`src/rtl/ow_rst_pkg.sv`:
```
package ow_rst_pkg;
  // Intervals in quarter-microsecond units
  localparam int unsigned Q_STD_LOW  = 2400;
  localparam int unsigned Q_STD_HIGH = 2336;
  localparam int unsigned Q_STD_SHRT = 32;
  localparam int unsigned Q_STD_PRES = 280;
  localparam int unsigned Q_STD_MSK0 = 40;
  localparam int unsigned Q_STD_MSK1 = 240;
  localparam int unsigned Q_OD_LOW   = 288;
  localparam int unsigned Q_OD_HIGH  = 296;
  localparam int unsigned Q_OD_SHRT  = 3;
  localparam int unsigned Q_OD_PRES  = 30;

  function automatic int unsigned q2clk(input int unsigned q, input int unsigned cpu);
    return (q * cpu) / 4;
  endfunction
endpackage

```
`src/rtl/ow_rst_timer.sv`:
```
module ow_rst_timer #(
  parameter int CW = 16
) (
  input  logic          clk,
  input  logic          rst_n,
  input  logic          launch,
  input  logic [CW-1:0] last,
  output logic          busy,
  output logic [CW-1:0] cnt
);
  always_ff @(posedge clk or negedge rst_n) begin
    if (!rst_n) begin
      busy <= 1'b0;
      cnt  <= '0;
    end else if (launch) begin
      busy <= 1'b1;
      cnt  <= '0;
    end else if (busy) begin
      if (cnt == last) begin
        busy <= 1'b0;
        cnt  <= '0;
      end else begin
        cnt <= cnt + 1'b1;
      end
    end
  end

  // cycle ends right after the final count
  p_cycle_end_r3: assert property (@(posedge clk) disable iff (!rst_n)
    busy && (cnt == last) && !launch |=> !busy);
  // count never stalls while busy
  p_count_moves_r3: assert property (@(posedge clk) disable iff (!rst_n)
    busy && (cnt != last) |=> busy && (cnt != $past(cnt)));
endmodule

```
`src/rtl/ow_rst_window.sv`:
```
module ow_rst_window #(
  parameter int CW = 16
) (
  input  logic          en,
  input  logic [CW-1:0] cnt,
  input  logic [CW-1:0] lo,
  input  logic [CW-1:0] hi,
  output logic          act
);
  always_comb act = en && (cnt >= lo) && (cnt < hi);
endmodule

```
`src/rtl/ow_rst_sampler.sv`:
```
module ow_rst_sampler #(
  parameter int CW = 16
) (
  input  logic          clk,
  input  logic          rst_n,
  input  logic          clr,
  input  logic          busy,
  input  logic [CW-1:0] cnt,
  input  logic [CW-1:0] at,
  input  logic          line,
  output logic          flag
);
  always_ff @(posedge clk or negedge rst_n) begin
    if (!rst_n)                   flag <= 1'b0;
    else if (clr)                 flag <= 1'b0;
    else if (busy && cnt == at)   flag <= ~line;
  end

  // launch clears the flag
  p_clear_at_launch_r9: assert property (@(posedge clk) disable iff (!rst_n)
    clr |=> !flag);
  // flag holds while idle
  p_hold_idle_r9: assert property (@(posedge clk) disable iff (!rst_n)
    !busy && !clr |=> $stable(flag));
endmodule

```
`src/rtl/ow_reset_presence.sv`:
```
module ow_reset_presence #(
  parameter int CLK_PER_US = 100
) (
  input  logic clk,
  input  logic rst_n,
  input  logic start,
  input  logic overdrive,
  input  logic mask_en,
  input  logic line_in,
  output logic pull_low,
  output logic busy,
  output logic presence,
  output logic short_det
);
  import ow_rst_pkg::*;

  localparam int unsigned TOTAL = q2clk(Q_STD_LOW + Q_STD_HIGH, CLK_PER_US);
  localparam int          CW    = $clog2(TOTAL + 1);

  localparam logic [CW-1:0] S_LOW  = CW'(q2clk(Q_STD_LOW,  CLK_PER_US));
  localparam logic [CW-1:0] S_HIGH = CW'(q2clk(Q_STD_HIGH, CLK_PER_US));
  localparam logic [CW-1:0] S_SHRT = CW'(q2clk(Q_STD_SHRT, CLK_PER_US));
  localparam logic [CW-1:0] S_PRES = CW'(q2clk(Q_STD_PRES, CLK_PER_US));
  localparam logic [CW-1:0] S_MSK0 = CW'(q2clk(Q_STD_MSK0, CLK_PER_US));
  localparam logic [CW-1:0] S_MSK1 = CW'(q2clk(Q_STD_MSK1, CLK_PER_US));
  localparam logic [CW-1:0] O_LOW  = CW'(q2clk(Q_OD_LOW,   CLK_PER_US));
  localparam logic [CW-1:0] O_HIGH = CW'(q2clk(Q_OD_HIGH,  CLK_PER_US));
  localparam logic [CW-1:0] O_SHRT = CW'(q2clk(Q_OD_SHRT,  CLK_PER_US));
  localparam logic [CW-1:0] O_PRES = CW'(q2clk(Q_OD_PRES,  CLK_PER_US));

  logic          od_l, mask_l, launch;
  logic [CW-1:0] cnt, t_low, t_last, t_shrt, t_pres;
  logic          low_act, mask_act;

  assign launch = start && !busy;

  // Speed and mask are captured once per cycle
  always_ff @(posedge clk or negedge rst_n) begin
    if (!rst_n) begin
      od_l   <= 1'b0;
      mask_l <= 1'b0;
    end else if (launch) begin
      od_l   <= overdrive;
      mask_l <= mask_en;
    end
  end

  always_comb begin
    t_low  = od_l ? O_LOW : S_LOW;
    t_last = od_l ? (O_LOW + O_HIGH - 1'b1) : (S_LOW + S_HIGH - 1'b1);
    t_shrt = od_l ? (O_LOW + O_SHRT) : (S_LOW + S_SHRT);
    t_pres = od_l ? (O_LOW + O_PRES) : (S_LOW + S_PRES);
  end

  ow_rst_timer #(.CW(CW)) u_timer (
    .clk(clk), .rst_n(rst_n), .launch(launch), .last(t_last),
    .busy(busy), .cnt(cnt)
  );

  ow_rst_window #(.CW(CW)) u_win_low (
    .en(busy), .cnt(cnt), .lo('0), .hi(t_low), .act(low_act)
  );

  ow_rst_window #(.CW(CW)) u_win_mask (
    .en(busy && mask_l && !od_l), .cnt(cnt),
    .lo(S_LOW + S_MSK0), .hi(S_LOW + S_MSK1), .act(mask_act)
  );

  assign pull_low = low_act | mask_act;

  ow_rst_sampler #(.CW(CW)) u_smp_short (
    .clk(clk), .rst_n(rst_n), .clr(launch), .busy(busy), .cnt(cnt),
    .at(t_shrt), .line(line_in), .flag(short_det)
  );

  ow_rst_sampler #(.CW(CW)) u_smp_pres (
    .clk(clk), .rst_n(rst_n), .clr(launch), .busy(busy), .cnt(cnt),
    .at(t_pres), .line(line_in), .flag(presence)
  );

  // a launch drives the line low on the next cycle
  p_launch_pulls_r2: assert property (@(posedge clk) disable iff (!rst_n)
    launch |=> busy && pull_low);
  // the line is only ever driven during a cycle
  p_pull_only_busy_r6: assert property (@(posedge clk) disable iff (!rst_n)
    pull_low |-> busy);
  // no drive after release at overdrive
  p_od_no_mask_r7: assert property (@(posedge clk) disable iff (!rst_n)
    busy && od_l && (cnt >= O_LOW) |-> !pull_low);
  // a start while busy does not restart the count or change the mode
  p_start_ignored_r8: assert property (@(posedge clk) disable iff (!rst_n)
    busy && start && (cnt != t_last) |=> busy && (cnt != '0) && $stable(od_l) && $stable(mask_l));
endmodule

```
`config.mk`:
```
export PLATFORM = sky130hd
export DESIGN_NAME = ow_reset_presence
export DESIGN_NICKNAME = d
export VERILOG_FILES = /design/src/rtl/ow_rst_pkg.sv /design/src/rtl/ow_rst_timer.sv /design/src/rtl/ow_rst_window.sv /design/src/rtl/ow_rst_sampler.sv /design/src/rtl/ow_reset_presence.sv
export SDC_FILE = /design/constraint.sdc
export NUM_CORES = 1
export LEC_CHECK = 0
export BUFFER_PORTS_ARGS = -buffer_cell sky130_fd_sc_hd__clkbuf_2
export CORE_MARGIN = 2
export CORE_UTILIZATION = 30
export CTS_CLUSTER_DIAMETER = 150
export DETAILED_ROUTE_END_ITERATION = 7
export PLACE_DENSITY = 0.51
export SLEW_MARGIN = 15
export SYNTH_ARGS = -nofsm -noshare
export SYNTH_HDL_FRONTEND = slang
export SYNTH_SLANG_ARGS = --single-unit
```
`constraint.sdc`:
```
create_clock -name clk -period 4.27 [get_ports clk]
set_clock_uncertainty 0.2 [all_clocks]
set_input_delay 0.6405 -clock clk [delete_from_list [all_inputs] [get_ports clk]]
set_output_delay 0.6405 -clock clk [all_outputs]
set_load 0.005 [all_outputs]
```
==> out/qor.yml, run 1 <==
outcome: "finished clean"
synthCells: 186
wl_um: 3790
synth_edf_count: 0
numCtsBuffers: 3
gr-usage-all-layers_pct: 13.2
num_io_pins: 10
die_h_um: 77.9
preCtsSetupSlack_ns: 1.21
ys_seq_area_share_pct: 33.6
holdCritPathClass: "input port to asynchronous set/reset pin"
cts-resized-gates: 0
met1_usage_pct: 19.0
worst_slack_ns: 1.07
post-dp-hpwl_um: 2760
setup_tns_ns: 0
drive_gt1_share_pct: 13.0
synth_top_area_share_pct: 33.6
io_buffers: 9
ys_ff_latch: 22
ant_nets: 0
cellPowerDensity_nw_per_um2: 428
path_clk_slew_ns: 0.08
root_buffer: "clkbuf_8"
path_max_fanout: 17
final_cell_mix: "22 x dfrtp_1, 15 x nor2_1, 14 x nand3_1, 11 x nand2_1"
worstPathCellList: "buf_4, ha_1, a2111oi_0, o21ai_0, a221oi_1, a21o_1, clkbuf_2"
drt-initial-drc-count: 86
maxCapViolCount: 0
area_growth_pct: 8.40
gp_congestion: 0.862
synth_top_family_by_area: "simple AND/OR/NAND/NOR gates"
grt_pass1_vias: 1257
worst_ep_arrival_time_ns: 2.36
synth.distinct_cells: 45
cts_setup_buffers: 0
synth_ff_type: "dfrtp_1"
hold_viol_final: 0
multi_input_area_um2: 977
cp_slowest_cell: "a2111oi_0"
drt_pass1_iterations: 4
yosys_warnings: 0
yosys-mux-area-fraction_pct: 5.65
placed_area_um2: 1700
worstMarginPinSlew_ns: 0.747
relSlewSlack_pct: 50.1
critPathLaunchType: "flop"
dieArea_um2: 6070
core.rowCount: 26
wl_per_cell_um: 14.9
grt_setup_unrepaired: "no"
design.core.area_um2: 5200
path_class: "flop to output port"
htree_num_levels: 1
endpoint_kind: "output port"
busiest_layer: "met2"
syn_area_per_cell_um2: 8.81
required_ns: 3.43
finalSetupViolCount: 0
synth_top_area_cell: "dfrtp_1"
synth_fa_ha_area_share_pct: 6.87
critical_path_buf_inv_count: 2
cp_top_family: "compound AO/OA/AOI/OAI gates"
vias: 1361
grt.met2_usage_pct: 19.6
syn_area_um2: 1640
cpPeakStageDelay_ns: 0.41
grt_max_degree: 23
via_per_inst: 5.34
yosys.area_share.simple_pct: 26.1
r2r_setup_slack_ns: 1.20
cts_hold_buffers: 0
antenna_found_initial: 0
synth_xor_area_share_pct: 2.14
clkLatencyLatePin_ns: 0.27
min_period_over_period_pct: 74.9
use_met3_pct: 1.74
irDropWorstVdd_uv: 138
drc: 0
post-route-min-period_ns: 3.20
cts_num_sinks: 22
synth_fp_nets: 201
fillers: 573
synth-async-reset-ratio_pct: 100
die_w_um: 77.9
design_area_um2: 1780
netlist_top_cells_area: "dfrtp_1 34%, ha_1 6.9%, mux2i_1 4.3%"
slew_violations: 0
clock.fmax_mhz: 313
grt_pass1_wl_um: 6360
overflow: 0
clock_path_buffers: 2
fin_nets: 201
final_common_cell: "dfrtp_1"
synth_compound_area_share_pct: 18.7
cts_tree: "built"
p_leak_uw: 0.000766
regArea_um2: 551
num_antenna_cells: 0
initial_core_util_pct: 31.5
[path summary, 6_finish.rpt]
kind | from | depth (start not counted) | to
setup / recovery | od_l | 7 | pull_low
min in group clk | mask_l | 1 | mask_l
max in group asynchronous | rst_n | 1 | u_timer.cnt[13]
setup reg to reg | od_l | 9 | u_timer.cnt[16]
hold / removal | rst_n | 1 | u_timer.cnt[0]
hold reg to reg | mask_l | 1 | mask_l
[flip-flops by register name, summed over array words and instances (netlist names)]
| signal | count |
|---|---|
| u_timer.cnt | 17 |
| u_timer.busy | 1 |
| u_smp_short.flag | 1 |
| mask_l | 1 |
| od_l | 1 |
| u_smp_pres.flag | 1 |
[routing by layer]
| metal | up-vias | wire [µm] |
|---|---|---|
| li1 | 690 | - |
| met1 | 647 | 2000 |
| met2 | 17 | 1640 |
| met3 | 7 | 78 |
| met4 | 0 | 71 |
| met5 | - | 0 |
[layout make-up]
type / count / area share, %
repair buffers: 11 / 3.38
flip-flops and latches: 22 / 31.0
clock inverters: 1 / 1.69
multi-input cells: 140 / 55.0
clock buffers: 3 / 2.32
inverters: 8 / 1.69
well taps: 70 / 4.93
[cells by family (layout without fill, tap and decap cells)]
family | Yosys count | count (layout)
buffers and inverters | 24 | 23
adders and majority gates | 9 | 9
AOI/OAI and AO/OA | 43 | 43
muxes | 9 | 9
and+or+nand+nor | 75 | 75
DFF | 22 | 22
xor gates and xnor gates | 4 | 4
[where the power goes]
part,switching (µW),internal [µW],leakage (µW)
clock network,72.6,125,0.0000357
registers,84.5,245,0.000289
logic,123,110,0.000442
total,280,480,0.000766
[worst register-to-register path, cell delays in order (launching register included)]
cell and delay, ns:
dfrtp_1 0.33, buf_4 0.21, inv_1 0.14, ha_1 0.34, or4b_4 0.56, nor4_4 0.26, a21oi_2 0.23, buf_4 0.25
and3_1 0.17, a221o_1 0.25
[Yosys cell counts, drive strengths merged, types with 2 or more instances]
library cell / instances
a211oi: 2
a21o: 7
a21oi: 10
a22o: 7
and3: 2
buf: 4
clkbuf: 12
dfrtp: 22
ha: 9
inv: 8
mux2: 2
mux2i: 7
nand2: 11
nand3: 14
nand4: 8
nor2: 16
nor2b: 3
nor3: 4
nor4: 4
nor4b: 2
o211ai: 2
o21ai: 5
or3: 2
or4b: 3
xnor2: 4
[metrics by stage]
step,total power (µW),instances,util (%),hold WS [ns]
final,760,255,34.1,0.152
after global routing,818,255,34.1,0.196
after CTS,765,255,34.1,0.174
after detailed placement,567,251,32.7,0.314
after global placement,566,251,32.7,0.298
after floorplan,504,186,-,0.145
Power figures use the tool's default switching activity.
==> run 2, diff against run 1 <==
clock period = 3.2 ns   (was 4.27 ns; I/O delays follow)
==> out/qor.yml, run 2 (same netlist as run 1, synthesis figures left out) <==
drt-initial-drc-count: 158  # +84%
cp_slowest_cell: "dfrtp_1"
overflow: 0  # unchanged
top_register: "u_timer.cnt"
final_core_util_pct: 34.5  # +0.36 points
outcome: "finished clean"
root_buffer: "clkbuf_8"
busiest_layer: "met1"
gp_congestion: 0.825  # -4.3%
drive_gt1_share_pct: 14.7  # +1.8 points
post-dp-hpwl_um: 2940  # +6.4%
worstMarginPinSlew_ns: 1.04  # +0.295 ns
worstPathCellList: "ha_1, a2111oi_0, o21ai_0, a221oi_1, a21o_1, clkbuf_2"
clock_path_buffers: 2  # unchanged
grt.met2_usage_pct: 20.1  # +0.52 points
worst_slack_ns: 0.305  # -0.766 ns
cpPeakStageDelay_ns: 0.44  # +0.03 ns
htree_num_levels: 1  # unchanged
p_leak_uw: 0.000787  # +2.6%
multi_input_area_um2: 975  # -0.26%
post-route-min-period_ns: 2.90
area_growth_pct: 9.54
io_buffers: 9  # unchanged
dieArea_um2: 6070  # unchanged
grt_pass1_wl_um: 6810  # +7.1%
slew_violations: 0  # unchanged
holdCritPathClass: "input port to asynchronous set/reset pin"
required_ns: 2.52  # -0.91 ns
cts_num_sinks: 22  # unchanged
clkLatencyLatePin_ns: 0.26  # about the same
grt_setup_unrepaired: "no"
worst_ep_arrival_time_ns: 2.22  # -0.14 ns
cts-resized-gates: 0  # unchanged
path_clk_slew_ns: 0.09  # about the same
design.core.area_um2: 5200  # unchanged
regArea_um2: 551  # unchanged
vias: 1378  # +1.2%
min_period_over_period_pct: 90.5
final_cell_mix: "22 x dfrtp_1, 16 x nor2_1, 14 x nand3_1, 11 x nand2_1"
die_h_um: 77.9  # unchanged
path_max_fanout: 5  # -12
cellPowerDensity_nw_per_um2: 540  # +26%
numCtsBuffers: 3  # unchanged
grt_max_degree: 26  # +13%
grt_pass1_vias: 1360  # +8.2%
path_class: "flop to output port"
initial_core_util_pct: 31.5  # unchanged
via_per_inst: 5.30  # -0.70%
die_w_um: 77.9  # unchanged
drc: 0  # unchanged
fin_nets: 206  # +2.5%
critPathLaunchType: "flop"
finalSetupViolCount: 0  # unchanged
met1_usage_pct: 20.9  # +1.9 points
hold_viol_final: 0  # unchanged
fillers: 569  # -0.70%
maxCapViolCount: 0  # unchanged
worst_hold_slack_ns: 0.00195  # -0.150 ns
preCtsSetupSlack_ns: 0.336  # -0.878 ns
setup_tns_ns: 0  # unchanged
num_antenna_cells: 0  # unchanged
antenna_found_initial: 0  # unchanged
power_uw: 970  # +28%
cts_hold_buffers: 0  # unchanged
use_met3_pct: 3.02  # +1.3 points
largest_register_ffs: 17  # unchanged
wl_um: 4030  # +6.3%
num_io_pins: 10  # unchanged
final_common_cell: "dfrtp_1"
drt_pass1_iterations: 4  # unchanged
cts_setup_buffers: 0  # unchanged
relSlewSlack_pct: 30.5  # -20 points
irDropWorstVdd_uv: 164  # +19%
cts_tree: "built"
clock.fmax_mhz: 345
endpoint_kind: "output port"
core.rowCount: 26  # unchanged
gr-usage-all-layers_pct: 14.3  # +1.1 points
ant_nets: 0  # unchanged
wl_per_cell_um: 15.5  # +4.2%
-- run 2: changes by cell type in the layout (fill, tap and decap cells not counted) --
cell       before  now
bufinv_16       1    0
clkbuf_8        3    4
nor2_1         15   16
nor2_2          1    0
buf_4           2    7
-- run 2: worst paths after layout --
check	start	endpoint	slack, ns	cells past startpoint
setup / recovery	od_l	pull_low	0.30	6
hold / removal	rst_n	u_timer.cnt[0]	0.002	1
setup reg to reg	od_l	u_timer.busy	0.32	7
hold reg to reg	mask_l	mask_l	0.33	1
max in group asynchronous	rst_n	u_timer.cnt[11]	2.40	1
min in group clk	mask_en	mask_l	0.24	2
-- run 2: critical path, delay by kind of cell, from the launching register on --
family	cells	cell delay, ns
buf+inv	1	0.11
fa+ha+maj	1	0.35
flops	1	0.44
compound gates	4	1.06
-- run 2: layout make-up --
cell class                 instances  area share (%)
multi-input combinational        140            54.3
timing repair buffer              16            5.44
inverter                           8            1.67
sequential                        22            30.7
clock buffer                       4            3.07
tap                               70            4.88
-- run 2: per-layer routing --
metal	share of wire, %	up-vias
li1	-	696
met1	49	637
met2	43	37
met3	6.1	8
met4	2.2	0
met5	0	-
-- run 2: metrics by stage --
step	std cells	instance area [µm²]
final	260	1800
after floorplan	186	1640
after CTS	260	1800
after global routing	260	1800
after detailed placement	256	1740
after global placement	256	1740
-- run 2: power breakdown --
| group | switching, µW | total (µW) | internal, µW | leakage [µW] |
|---|---|---|---|---|
| clock network | 97.0 | 207 | 110 | 0.0000288 |
| logic | 174 | 327 | 153 | 0.000469 |
| registers | 109 | 437 | 328 | 0.000289 |
==> run 3, diff against run 2 <==
REMOVE_ABC_BUFFERS = 1   (was default)
TNS_END_PERCENT = 20   (was default)
==> out/qor.yml, run 3 (same netlist as run 1, synthesis figures left out) <==
final_common_cell: "dfrtp_1"
drc: 0  # unchanged
worst_ep_arrival_time_ns: 2.29  # +0.07 ns
cts_hold_buffers: 0  # unchanged
grt_max_degree: 26  # unchanged
vias: 1427  # +3.6%
regArea_um2: 551  # unchanged
p_leak_uw: 0.000781  # -0.67%
drt-initial-drc-count: 101  # -36%
worstMarginPinSlew_ns: 1.03  # -0.0136 ns
wl_um: 4100  # +1.7%
regToRegStartpoint: "od_l"
core.rowCount: 26  # unchanged
path_clk_slew_ns: 0.08  # about the same
gr-usage-all-layers_pct: 14.9  # +0.57 points
grt_pass1_wl_um: 7190  # +5.6%
cts_num_sinks: 22  # unchanged
maxCapViolCount: 0  # unchanged
min_period_over_period_pct: 92.8  # +2.3 points
num_antenna_cells: 0  # unchanged
multi_input_area_um2: 981  # +0.64%
fin_nets: 206  # unchanged
grt_setup_unrepaired: "no"
finalSetupViolCount: 0  # unchanged
root_buffer: "clkbuf_8"
endpoint_kind: "output port"
stdcell_count: 259  # -0.38%
post-route-min-period_ns: 2.97  # +0.0734 ns
required_ns: 2.52  # about the same
path_max_fanout: 16  # +11
num_io_pins: 10  # unchanged
design.core.area_um2: 5200  # unchanged
overflow: 0  # unchanged
cts_tree: "built"
area_growth_pct: 9.08
dieArea_um2: 6070  # unchanged
top_register: "u_timer.cnt"
hold_viol_final: 11  # +11
slew_violations: 0  # unchanged
ant_nets: 0  # unchanged
holdCritPathClass: "input port to asynchronous set/reset pin"
clkLatencyLatePin_ns: 0.26  # about the same
clock.fmax_mhz: 337  # -2.5%
initial_core_util_pct: 31.5  # unchanged
final_cell_mix: "22 x dfrtp_1, 16 x nor2_1, 14 x nand3_1, 11 x nand2_1"
relSlewSlack_pct: 31.4  # +0.91 points
startpoint: "od_l"
r2r_setup_slack_ns: 0.36  # +0.04 ns
setup_tns_ns: 0  # unchanged
cts_setup_buffers: 0  # unchanged
drt_pass1_iterations: 4  # unchanged
die_w_um: 77.9  # unchanged
reg2regPathDepth: 7  # unchanged
clock_path_buffers: 2  # unchanged
path_class: "flop to output port"
irDropWorstVdd_uv: 179  # +9.5%
cellPowerDensity_nw_per_um2: 527  # -2.4%
critPathLaunchType: "flop"
fillers: 552  # -3.0%
r2r_end: "u_timer.busy"
violations: "negative hold slack"
die_h_um: 77.9  # unchanged
via_per_inst: 5.51  # +4.0%
numCtsBuffers: 3  # unchanged
place_inst: 256  # unchanged
worst_hold_slack_ns: -0.00350  # -0.00545 ns
htree_num_levels: 1  # unchanged
grt_pass1_vias: 1386  # +1.9%
io_buffers: 9  # unchanged
gp_congestion: 0.876  # +6.2%
antenna_found_initial: 0  # unchanged
outcome: "finished, violations left"
largest_register_ffs: 17  # unchanged
drive_gt1_share_pct: 14.8  # +0.078 points
wl_per_cell_um: 15.8  # +2.1%
post-dp-hpwl_um: 2930  # -0.33%
final_core_util_pct: 34.4  # -0.14 points
-- run 3: changes by cell type in the layout (fill, tap and decap cells not counted) --
cell / previous run / this run
a2111oi_0: 1 / 0
a2111oi_2: 0 / 1
clkbuf_8: 4 / 3
-- run 3: routing by layer --
| metal | wire length (µm) | part of all wire (%) | global-route usage, % | up-vias |
|---|---|---|---|---|
| li1 | - | - | - | 693 |
| met1 | 2010 | 49 | 20.9 | 689 |
| met2 | 1850 | 45 | 22.8 | 39 |
| met3 | 168 | 4.1 | 2.33 | 6 |
| met4 | 68 | 1.7 | 5.79 | 0 |
| met5 | 0 | 0 | 0 | - |
-- run 3: what timing repair did --
action,4_1_cts,5_1_grt
hold endpoints to repair,0,0
gates resized for setup,0,2
endpoints found under the setup margin,0,1
-- run 3: where the power goes --
group          switching, µW  internal, µW  leakage [µW]
Combinational            182           155      0.000471
Clock                   89.2          84.0     0.0000216
Sequential               105           328      0.000289
Total                    376           567      0.000781
-- run 3: layout make-up --
| type | count | area share (%) |
|---|---|---|
| well taps | 70 | 4.90 |
| flip-flops and latches | 22 | 30.8 |
| inverters | 8 | 1.68 |
| multi-input cells | 140 | 54.9 |
| repair buffers | 16 | 5.46 |
| clock buffers | 3 | 2.31 |
-- run 3: worst max-delay path by stage --
stage          slack [ns]              end  cells after the start
2_1_floorplan        0.27  u_timer.cnt[16]                      7
3_3_place_gp         0.39         pull_low                      7
3_5_place_dp         0.39     u_timer.busy                      7
4_1_cts              0.13         pull_low                      7
5_1_grt              0.05         pull_low                      7
6_report             0.23         pull_low                      7
-- run 3: critical path, cell delays in order (launching register included) --
cell,delay [ns]
dfrtp_1,0.38
buf_4,0.20
ha_1,0.35
a2111oi_2,0.37
o21ai_0,0.15
a221oi_1,0.34
a21o_1,0.13
clkbuf_2,0.10
-- run 3: per-stage QoR --
| step | area (µm²) | total power [µW] | hold slack (ns) | worst slack (ns) |
|---|---|---|---|---|
| after detailed placement | 1740 | 765 | 0.310 | 0.387 |
| after global placement | 1740 | 767 | 0.302 | 0.390 |
| after global routing | 1790 | 1020 | 0.0374 | 0.0547 |
| after floorplan | 1560 | 647 | -0.0156 | 0.274 |
| final | 1790 | 943 | -0.00350 | 0.231 |
| after CTS | 1780 | 947 | 0.0171 | 0.127 |
